===== src/rtl/cw_pkg.sv =====
package cw_pkg;
   typedef enum logic {
      ST_IDLE = 1'b0,
      ST_WAIT = 1'b1
   } cw_state_e;

   typedef struct packed {
      logic below;
      logic above;
   } cw_viol_t;
endpackage


===== src/rtl/cw_period_timer.sv =====
// One channel's period timer. It counts down from (P+1)*2^TICK_LOG2-1, holds at zero
// (the channel is due) and reloads whenever it is stopped or a request is issued.
module cw_period_timer #(
   parameter int PER_W     = 16,
   parameter int TICK_LOG2 = 9
) (
   input  logic             clk,
   input  logic             rst_n,
   input  logic             run,
   input  logic             reload,
   input  logic [PER_W-1:0] period,
   output logic             due
);
   localparam int CNT_W = PER_W + TICK_LOG2;

   logic [CNT_W-1:0] cnt;
   logic [CNT_W-1:0] load_val;

   // (P+1)*2^T - 1 == {P, T ones}; no adder required
   generate
      if (TICK_LOG2 == 0) begin : g_no_tick
         assign load_val = period;
      end else begin : g_tick
         assign load_val = {period, {TICK_LOG2{1'b1}}};
      end
   endgenerate

   always_ff @(posedge clk or negedge rst_n) begin
      if (!rst_n) begin
         cnt <= '1;
      end else if (!run || reload) begin
         cnt <= load_val;
      end else if (cnt != '0) begin
         cnt <= cnt - 1'b1;
      end
   end

   assign due = run && (cnt == '0);
endmodule


===== src/rtl/cw_prio_pick.sv =====
// Lowest-index-first selection among due channels.
module cw_prio_pick #(
   parameter int N  = 6,
   parameter int IW = 3
) (
   input  logic [N-1:0]  req,
   output logic          any,
   output logic [IW-1:0] idx,
   output logic [N-1:0]  grant
);
   always_comb begin
      any   = 1'b0;
      idx   = '0;
      grant = '0;
      for (int k = N - 1; k >= 0; k--) begin
         if (req[k]) begin
            any      = 1'b1;
            idx      = IW'(k);
            grant    = '0;
            grant[k] = 1'b1;
         end
      end
   end
endmodule


===== src/rtl/cw_window_cmp.sv =====
// Strict window comparison; equality with a limit is inside the window.
module cw_window_cmp #(
   parameter int RES_W = 12
) (
   input  logic [RES_W-1:0] data,
   input  logic [RES_W-1:0] lo,
   input  logic [RES_W-1:0] hi,
   input  logic             lo_en,
   input  logic             hi_en,
   output cw_pkg::cw_viol_t viol
);
   always_comb begin
      viol.below = lo_en && (data < lo);
      viol.above = hi_en && (data > hi);
   end
endmodule


===== src/rtl/chan_watch.sv =====
module chan_watch #(
   parameter int NUM_CH    = 6,
   parameter int PER_W     = 16,
   parameter int RES_W     = 12,
   parameter int TICK_LOG2 = 9,
   parameter int CH_W      = $clog2(NUM_CH)
) (
   input  logic                    clk,
   input  logic                    rst_n,
   input  logic                    mon_en,
   input  logic                    cont_mode,
   input  logic                    irq_sel,
   input  logic [NUM_CH-1:0]       ch_en,
   input  logic [NUM_CH-1:0]       min_en,
   input  logic [NUM_CH-1:0]       max_en,
   input  logic [NUM_CH*PER_W-1:0] period,
   input  logic [NUM_CH*RES_W-1:0] lo_lim,
   input  logic [NUM_CH*RES_W-1:0] hi_lim,
   input  logic                    conv_done,
   input  logic [RES_W-1:0]        conv_data,
   output logic                    conv_req,
   output logic [CH_W-1:0]         conv_ch,
   output logic                    irq,
   output logic [CH_W-1:0]         irq_ch,
   output logic                    irq_below,
   output logic                    irq_above
);
   import cw_pkg::*;

   // elaboration-time parameter checks
   generate
      if (NUM_CH < 2 || NUM_CH > 64) begin : g_bad_nch
         $error("chan_watch: NUM_CH must be within 2..64");
      end
      if (RES_W < 1 || RES_W > 16) begin : g_bad_res
         $error("chan_watch: RES_W must be within 1..16");
      end
      if (PER_W < 1 || PER_W > 32) begin : g_bad_per
         $error("chan_watch: PER_W must be within 1..32");
      end
      if (TICK_LOG2 < 0 || TICK_LOG2 > 16) begin : g_bad_tick
         $error("chan_watch: TICK_LOG2 must be within 0..16");
      end
      if (CH_W != $clog2(NUM_CH)) begin : g_bad_chw
         $error("chan_watch: CH_W must equal clog2(NUM_CH)");
      end
   endgenerate

   cw_state_e         state;
   logic [CH_W-1:0]   cur_ch;
   logic              active;
   logic              sel_eff;
   logic [NUM_CH-1:0] due;
   logic [NUM_CH-1:0] grant;
   logic              pick_any;
   logic [CH_W-1:0]   pick_idx;
   logic              issue;
   cw_viol_t          viol;

   // monitoring needs the global enable and single-conversion mode
   assign active  = mon_en && !cont_mode;
   // select 1 is honoured only while monitoring is enabled
   assign sel_eff = irq_sel && mon_en;
   assign issue   = (state == ST_IDLE) && pick_any;

   generate
      for (genvar k = 0; k < NUM_CH; k++) begin : g_ch
         cw_period_timer #(
            .PER_W    (PER_W),
            .TICK_LOG2(TICK_LOG2)
         ) u_timer (
            .clk   (clk),
            .rst_n (rst_n),
            .run   (active && ch_en[k]),
            .reload(issue && grant[k]),
            .period(period[k*PER_W +: PER_W]),
            .due   (due[k])
         );
      end
   endgenerate

   cw_prio_pick #(
      .N (NUM_CH),
      .IW(CH_W)
   ) u_pick (
      .req  (due),
      .any  (pick_any),
      .idx  (pick_idx),
      .grant(grant)
   );

   cw_window_cmp #(
      .RES_W(RES_W)
   ) u_cmp (
      .data (conv_data),
      .lo   (lo_lim[cur_ch*RES_W +: RES_W]),
      .hi   (hi_lim[cur_ch*RES_W +: RES_W]),
      .lo_en(min_en[cur_ch]),
      .hi_en(max_en[cur_ch]),
      .viol (viol)
   );

   always_ff @(posedge clk or negedge rst_n) begin
      if (!rst_n) begin
         state     <= ST_IDLE;
         cur_ch    <= '0;
         conv_req  <= 1'b0;
         conv_ch   <= '0;
         irq       <= 1'b0;
         irq_ch    <= '0;
         irq_below <= 1'b0;
         irq_above <= 1'b0;
      end else begin
         conv_req  <= 1'b0;
         irq       <= 1'b0;
         irq_below <= 1'b0;
         irq_above <= 1'b0;
         unique case (state)
            ST_IDLE: begin
               if (pick_any) begin
                  conv_req <= 1'b1;
                  conv_ch  <= pick_idx;
                  cur_ch   <= pick_idx;
                  state    <= ST_WAIT;
               end
            end
            ST_WAIT: begin
               // done is only accepted here
               if (conv_done) begin
                  state     <= ST_IDLE;
                  irq       <= sel_eff ? (viol.below || viol.above) : 1'b1;
                  irq_ch    <= cur_ch;
                  irq_below <= viol.below;
                  irq_above <= viol.above;
               end
            end
            default: state <= ST_IDLE;
         endcase
      end
   end
endmodule


===== config.mk =====
export PLATFORM = sky130hd
export DESIGN_NAME = chan_watch
export DESIGN_NICKNAME = d
export VERILOG_FILES = /design/src/rtl/cw_pkg.sv /design/src/rtl/cw_period_timer.sv /design/src/rtl/cw_prio_pick.sv /design/src/rtl/cw_window_cmp.sv /design/src/rtl/chan_watch.sv
export SDC_FILE = /design/constraint.sdc
export NUM_CORES = 1
export LEC_CHECK = 0
export ABC_AREA = 0
export BUFFER_PORTS_ARGS = -buffer_cell sky130_fd_sc_hd__buf_4
export CORE_ASPECT_RATIO = 0.8
export CORE_MARGIN = 4
export CORE_UTILIZATION = 60
export CTS_BUF_LIST = sky130_fd_sc_hd__clkbuf_4
export DETAILED_ROUTE_END_ITERATION = 10
export HOLD_SLACK_MARGIN = 0.05
export PLACE_DENSITY = 0.89
export SLEW_MARGIN = 10
export SYNTH_ARGS = -nofsm -noshare
export SYNTH_HDL_FRONTEND = slang
export SYNTH_SLANG_ARGS = --single-unit

===== constraint.sdc =====
create_clock -name clk -period 5.2 [get_ports clk]
set_input_delay 0.26 -clock clk [delete_from_list [all_inputs] [get_ports clk]]
set_output_delay 0.26 -clock clk [all_outputs]
set_load 0.02 [all_outputs]

==> results of run 1 <==
-- routing by layer --
layer / share of wire, % / global-route usage (%) / vias up
met5: 0.055 / 0 / -
met4: 3.3 / 11.48 / 2
met3: 8.6 / 7.801 / 109
met2: 48 / 55.34 / 629
met1: 40 / 48.11 / 5313
li1: - / - / 5019
-- report_power, final --
part / leakage [nW] / total, mW / internal (mW) / switching [mW]
Sequential: 1.71 / 1.45 / 1.37 / 0.0808
Clock: 0.146 / 0.767 / 0.258 / 0.508
Combinational: 3.78 / 0.557 / 0.322 / 0.235
Total: 5.64 / 2.77 / 1.95 / 0.824
-- worst paths after layout --
kind	from	to	slack [ps]	cells after the start
setup / recovery	g_ch[3].u_timer.cnt[19]$_DFFE_PN1P_	g_ch[4].u_timer.cnt[21]$_DFFE_PN1P_	1540	8
hold / removal	conv_data[0]	irq_below$_DFF_PN0_	90	4
setup reg to reg	g_ch[3].u_timer.cnt[19]$_DFFE_PN1P_	g_ch[4].u_timer.cnt[21]$_DFFE_PN1P_	1540	8
hold reg to reg	irq_ch[2]$_DFFE_PN0P_	irq_ch[2]$_DFFE_PN0P_	520	2
max in group asynchronous	rst_n	g_ch[2].u_timer.cnt[10]$_DFFE_PN1P_	3630	3
min in group asynchronous	rst_n	irq_ch[1]$_DFFE_PN0P_	400	2
-- final cells by class --
class	count	area [µm²]
timing repair buffer	396	3227
antenna	1	2.502
multi-input combinational	920	6370
sequential	161	4220
fill	1054	3070
inverter	23	86.33
clock inverter	14	146.4
tap	225	281.5
clock buffer	18	135.1
-- sequential cells by signal, indices dropped and copies added (netlist names) --
register	count
conv_req	1
cur_ch	3
g_ch.u_timer.cnt	150
irq	1
irq_above	1
irq_below	1
irq_ch	3
state	1
-- worst max-delay path, delay by kind of cell (launching register included) --
kind | cells | cell delay (ps)
flip-flops | 1 | 400
AND/OR/NAND/NOR | 3 | 1760
AO/OA/AOI/OAI | 3 | 680
buffers and inverters | 2 | 740
-- synthesized netlist by cell type (5+ instances only) --
| cell type | instances |
|---|---|
| nand4_1 | 16 |
| nor2_1 | 101 |
| o31ai_1 | 9 |
| buf_2 | 5 |
| xor2_1 | 54 |
| nor3_1 | 104 |
| dfstp_2 | 150 |
| nand2_1 | 102 |
| nand4b_1 | 9 |
| and3_1 | 9 |
| xnor2_1 | 67 |
| o21ai_0 | 28 |
| inv_1 | 22 |
| a21o_1 | 20 |
| mux2i_1 | 26 |
| a211oi_1 | 14 |
| mux4_2 | 26 |
| or4_1 | 13 |
| clkbuf_1 | 41 |
| nor3b_1 | 6 |
| nand2b_1 | 8 |
| dfrtp_1 | 11 |
| nor4_1 | 52 |
| a22o_2 | 6 |
| a21oi_1 | 53 |
| or3_1 | 20 |
| ha_1 | 33 |
| a22o_1 | 8 |
| nand3_1 | 32 |
| a31oi_1 | 6 |
| o2bb2ai_1 | 17 |
| nor2b_1 | 8 |
| a22oi_1 | 6 |
| mux2_2 | 8 |
-- through the flow --
step           hold slack, ps  area, µm²
6_report                92.59      14470
2_1_floorplan          -35.59      10870
3_5_place_dp            435.0      13180
3_3_place_gp            432.9      13180
5_1_grt                 72.39      14470
4_1_cts                 55.19      14470
-- kinds of logic (layout without fill, tap and decap cells) --
group | Yosys count | after routing | synth area share, %
adder cells (fa/ha/maj) | 33 | 33 | 3.798
other | 0 | 1 | 0
multiplexers | 60 | 60 | 8.609
AND/OR/NAND/NOR | 508 | 508 | 23.85
buffers and inverters | 75 | 451 | 2.751
XOR/XNOR | 121 | 121 | 9.748
AO/OA/AOI/OAI | 198 | 198 | 12.46
flip-flops | 161 | 161 | 38.78
==> impl_metrics.yaml, run 1 <==
clock_tree:
  path_clk_slew_ps: 150
  cts_buffer_depth: 2
  cts-root-buf: "clkbuf_4"
  cts.sinks: 161
  cts-resized-gates: 0
  htreeDepth: 4
  cts_setup_buffers: 0
  numCtsBuffers: 17
  hold_buffers: 100
  clock_latency_ps: 570
  cts_tree: "built"
place:
  place_ws_ps: 1610
  hpwl_mm: 25.53
  finalWeightedCongestion: 0.9539
  numPortBuffers: 285
  dp_cells: 1625
synth:
  ys_seq_area_share_pct: 38.78
  yosysTopAreaCellShare_pct: 36.25
  synthDistinctLibCells: 65
  synth_area_um2: 10870
  async_reset_ff_share_pct: 100.0
  yosysTopAreaCell: "dfstp_2"
  synth_edf_count: 0
  synth.avg_cell_area_um2: 9.405
  syn_nets: 1465
  synth_warnings: 0
  ys_seq_elements: 161
  synthCells: 1156
  ys_top_cells_by_area: "dfstp_2 36%, xnor2_1 5.4%, mux4_2 5.4%, nor3_1 4.8%, xor2_1 4.4%"
  dominantRegCellSynth: "dfstp_2"
critical_path:
  crit_type: "flip-flop to flip-flop"
  cpMostUsedCell: "nor4_1"
  required_ps: 5700
  max_stage_delay_ps: 870
  worstPathArrival_ps: 4160
  crit_path_end_kind: "flip-flop"
  worstPathCellList: "nor4_1, nand2_1, nor4_1, a2111oi_1, buf_4, a21o_1, o2bb2ai_1, dlygate4sd3_1"
  crit_slowest_cell: "nor4_1"
  start_kind: "flip-flop"
  path_max_fanout: 14
global_route:
  grt-ovfl-total: 0
  grt_max_degree: 107
  antenna_found_initial: 2
  grt_pass1_wl_mm: 56.58
  grtUsageTotal_pct: 34.93
  grt_pass1_vias: 10880
timing:
  tightest_slew_ps: 1197
  fin_skew_ps: 39.85
  fin_crit_ps: 3656
  setup_viol: 0
  slew-limit-headroom_pct: 19.70
  tns_ps: 0
  hold_violations: 0
  grt_setup_unrepaired: "no"
  fin_crit_sh_pct: 70.31
  finalWorstSetupSlack_ps: 1544
  fmax_ghz: 0.2735
  slew_violations: 0
power_and_ir_drop:
  max-vdd-ir-drop_mv: 0.1617
  leakage_nw: 5.638
  power_density_nw_per_um2: 191.7
  power_mw: 2.774
cells_and_area:
  drive_above_1_share_pct: 34.86
  nets: 1828
  mostFrequentLayoutCells: "295 x buf_4, 150 x dfstp_2, 104 x nor3_1"
  final_util_pct: 82.49
  final_common_cell: "buf_4"
  fin_cells: 1758
  area_growth_pct: 33.09
job:
  cap_violations: 0
detailed_routing:
  dr.pass1.iters: 6
  drt-initial-drc-count: 1190
  ant_nets: 0
  num_vias: 11070
  wire_per_inst_um: 20.56
  wl_mm: 36.15
  drc: 0
  vias_per_cell: 6.298
floorplan:
  initial_core_util_pct: 61.98
  dieArea_um2: 20350
  die_h_um: 128.4
  rows: 43
  io_pins: 286
  die_w_um: 158.5
  core_um2: 17540
worst_hold_path:
  hold_path_class: "primary input to flip-flop"
outcome:
  run_status: "finished clean"
Note: power is estimated with default switching activity, not from simulation.
==> inputs of run 2 (changes only) <==
--- a/config.mk
+++ b/config.mk
@@ -9,11 +9,11 @@
 export BUFFER_PORTS_ARGS = -buffer_cell sky130_fd_sc_hd__buf_4
 export CORE_ASPECT_RATIO = 0.8
 export CORE_MARGIN = 4
-export CORE_UTILIZATION = 60
+export CORE_UTILIZATION = 55
 export CTS_BUF_LIST = sky130_fd_sc_hd__clkbuf_4
 export DETAILED_ROUTE_END_ITERATION = 10
 export HOLD_SLACK_MARGIN = 0.05
-export PLACE_DENSITY = 0.89
+export PLACE_DENSITY = 0.83
 export SLEW_MARGIN = 10
 export SYNTH_ARGS = -nofsm -noshare
 export SYNTH_HDL_FRONTEND = slang
==> constraint.sdc (replaced) <==
create_clock -name clk -period 3.5 [get_ports clk]
set_input_delay 0.175 -clock clk [delete_from_list [all_inputs] [get_ports clk]]
set_output_delay 0.175 -clock clk [all_outputs]
set_load 0.02 [all_outputs]
==> run 2 against run 1 <==
Clock power increased by 38%. Worst setup slack got worse by 1200 ps. Highest routed layer is now met4. Die area increased by 8.6%.
==> impl_metrics.yaml, run 2 (synthesized netlist as in run 1, its figures left out) <==
detailed_routing:
  num_vias: 10850
  drt-initial-drc-count: 1048
  wire_per_inst_um: 19.20
  wl_mm: 35.06
  ant_nets: 0
  dr.pass1.iters: 5
  vias_per_cell: 5.940
  drc: 0
critical_path:
  r2r_end: "g_ch[3].u_timer.cnt[0]$_DFFE_PN1P_"
  r2r-start: "g_ch[2].u_timer.cnt[15]$_DFFE_PN1P_"
  crit_type: "flip-flop to flip-flop"
  reg2reg_slack_ps: 310
  start_kind: "flip-flop"
  worstPathArrival_ps: 3620
  rr_worst_depth: 6
  path_max_fanout: 7
  required_ps: 3930
  crit_path_end_kind: "flip-flop"
power_and_ir_drop:
  power_density_nw_per_um2: 274.0
  max-vdd-ir-drop_mv: 0.2354
  leakage_nw: 5.804
  power_mw: 4.055
floorplan:
  rows: 45
  die_w_um: 165.2
  die_h_um: 133.8
  initial_core_util_pct: 56.62
  io_pins: 286
  dieArea_um2: 22090
  core_um2: 19200
global_route:
  grt.busiest_layer: "met2"
  grt-ovfl-total: 0
  antenna_found_initial: 0
  grt_util_met1_pct: 43.83
  grt_max_degree: 101
  grtUsageTotal_pct: 30.99
  use_met2_pct: 48.73
  grt_pass1_vias: 10830
  grt_pass1_wl_mm: 54.90
  use_met3_pct: 5.939
place:
  numPortBuffers: 285
  hpwl_mm: 25.75
  finalWeightedCongestion: 0.9328
cells_and_area:
  fill_cells: 1313
  multi_input_area_um2: 6376
  largest_register_ffs: 150
  drive_above_1_share_pct: 35.78
  area_growth_pct: 36.09
  antenna_cells: 0
  largestRegisters: "g_ch.u_timer.cnt: 150 flops, cur_ch: 3 flops, irq_ch: 3 flops"
  nets: 1864
  regArea_um2: 4218
  regMostFlops: "g_ch.u_timer.cnt"
  mostFrequentLayoutCells: "321 x buf_4, 150 x dfstp_2, 109 x dlygate4sd3_1"
  final_common_cell: "buf_4"
clock_tree:
  cts.sinks: 161
  cts_buffer_depth: 2
  clock_latency_ps: 550
  cts_setup_buffers: 0
  path_clk_slew_ps: 140
  cts_tree: "built"
  htreeDepth: 4
  cts-root-buf: "clkbuf_4"
  numCtsBuffers: 17
worst_hold_path:
  hold_path_class: "primary input to flip-flop"
  min_to: "irq_below$_DFF_PN0_"
  hold_start: "conv_data[11]"
  min_path_cells: 5
timing:
  slew-limit-headroom_pct: 39.71
  grt_setup_unrepaired: "no"
  setup_viol: 0
  tightest_slew_ps: 904.4
  tns_ps: 0
  slew_violations: 0
  fin_crit_ps: 3191
  hold_violations: 0
  fin_crit_sh_pct: 91.17
  fmax_ghz: 0.3134
  fin_skew_ps: 31.60
outcome:
  run_status: "finished clean"
job:
  cap_violations: 0
[run 2: cell types whose count changed in the layout (fill, tap and decap cells not counted), sizes merged]
cell / before / now
buf: 296 / 323
clkbuf: 18 / 20
clkinvlp: 3 / 6
diode: 1 / 0
dlygate4sd3: 100 / 109
inv: 29 / 24
[run 2: worst max-delay path: stages, from the launching register on]
cell     delay [ps]
dfstp_2         420
or4_4           540
or4_4           450
or4_1           680
or2_4           310
a31oi_1         450
o21ai_0         240
[run 2: what timing repair did]
action                                  4_1_cts  5_1_grt
endpoints found under the setup margin        0        2
endpoints found under the hold margin       101        1
resized for setup                             0        1
hold buffers                                108        1
[run 2: report_power, final]
part / total (mW) / internal, mW / switching [mW]
clock: 1.06 / 0.377 / 0.686
sequential: 2.15 / 2.03 / 0.114
combinational: 0.843 / 0.492 / 0.351
total: 4.05 / 2.90 / 1.15
[run 2: layout make-up]
type / instances / share of cell area [%]
Clock buffer: 20 / 1.015
Clock inverter: 12 / 0.7442
Inverter: 23 / 0.5835
Multi-Input combinational cell: 920 / 43.10
Sequential cell: 161 / 28.51
Tap cell: 258 / 2.182
Timing Repair Buffer: 432 / 23.87
[run 2: worst max-delay path by stage]
stage	from	to	slack, ps	depth (start not counted)
finish	g_ch[2].u_timer.cnt[15]$_DFFE_PN1P_	g_ch[3].u_timer.cnt[0]$_DFFE_PN1P_	310	6
global route	cur_ch[0]$_DFFE_PN0P_	irq$_DFF_PN0_	80	10
CTS	g_ch[1].u_timer.cnt[5]$_DFFE_PN1P_	g_ch[3].u_timer.cnt[2]$_DFFE_PN1P_	260	7
detailed placement	g_ch[1].u_timer.cnt[5]$_DFFE_PN1P_	g_ch[3].u_timer.cnt[0]$_DFFE_PN1P_	310	7
global placement	g_ch[1].u_timer.cnt[5]$_DFFE_PN1P_	g_ch[3].u_timer.cnt[0]$_DFFE_PN1P_	400	7
floorplan	cur_ch[0]$_DFFE_PN0P_	irq$_DFF_PN0_	20	11
[run 2: stage by stage]
step	instances	hold slack (ps)	cell area (µm²)	worst slack, ps	util (%)
after floorplan	1156	-120.6	10870	18.30	-
after global placement	1685	352.6	13440	400.6	69.99
after detailed placement	1685	351.0	13440	306.6	69.99
after CTS	1825	54.29	14780	258.8	76.98
after global routing	1826	56.65	14800	77.41	77.06
final	1826	91.91	14800	309.2	77.06
[run 2: routing by layer]
layer  vias up  wire length, µm
li1       5075                -
met1      5215            15120
met2       481            16650
met3        75             2522
met4         0              760
met5         -                0
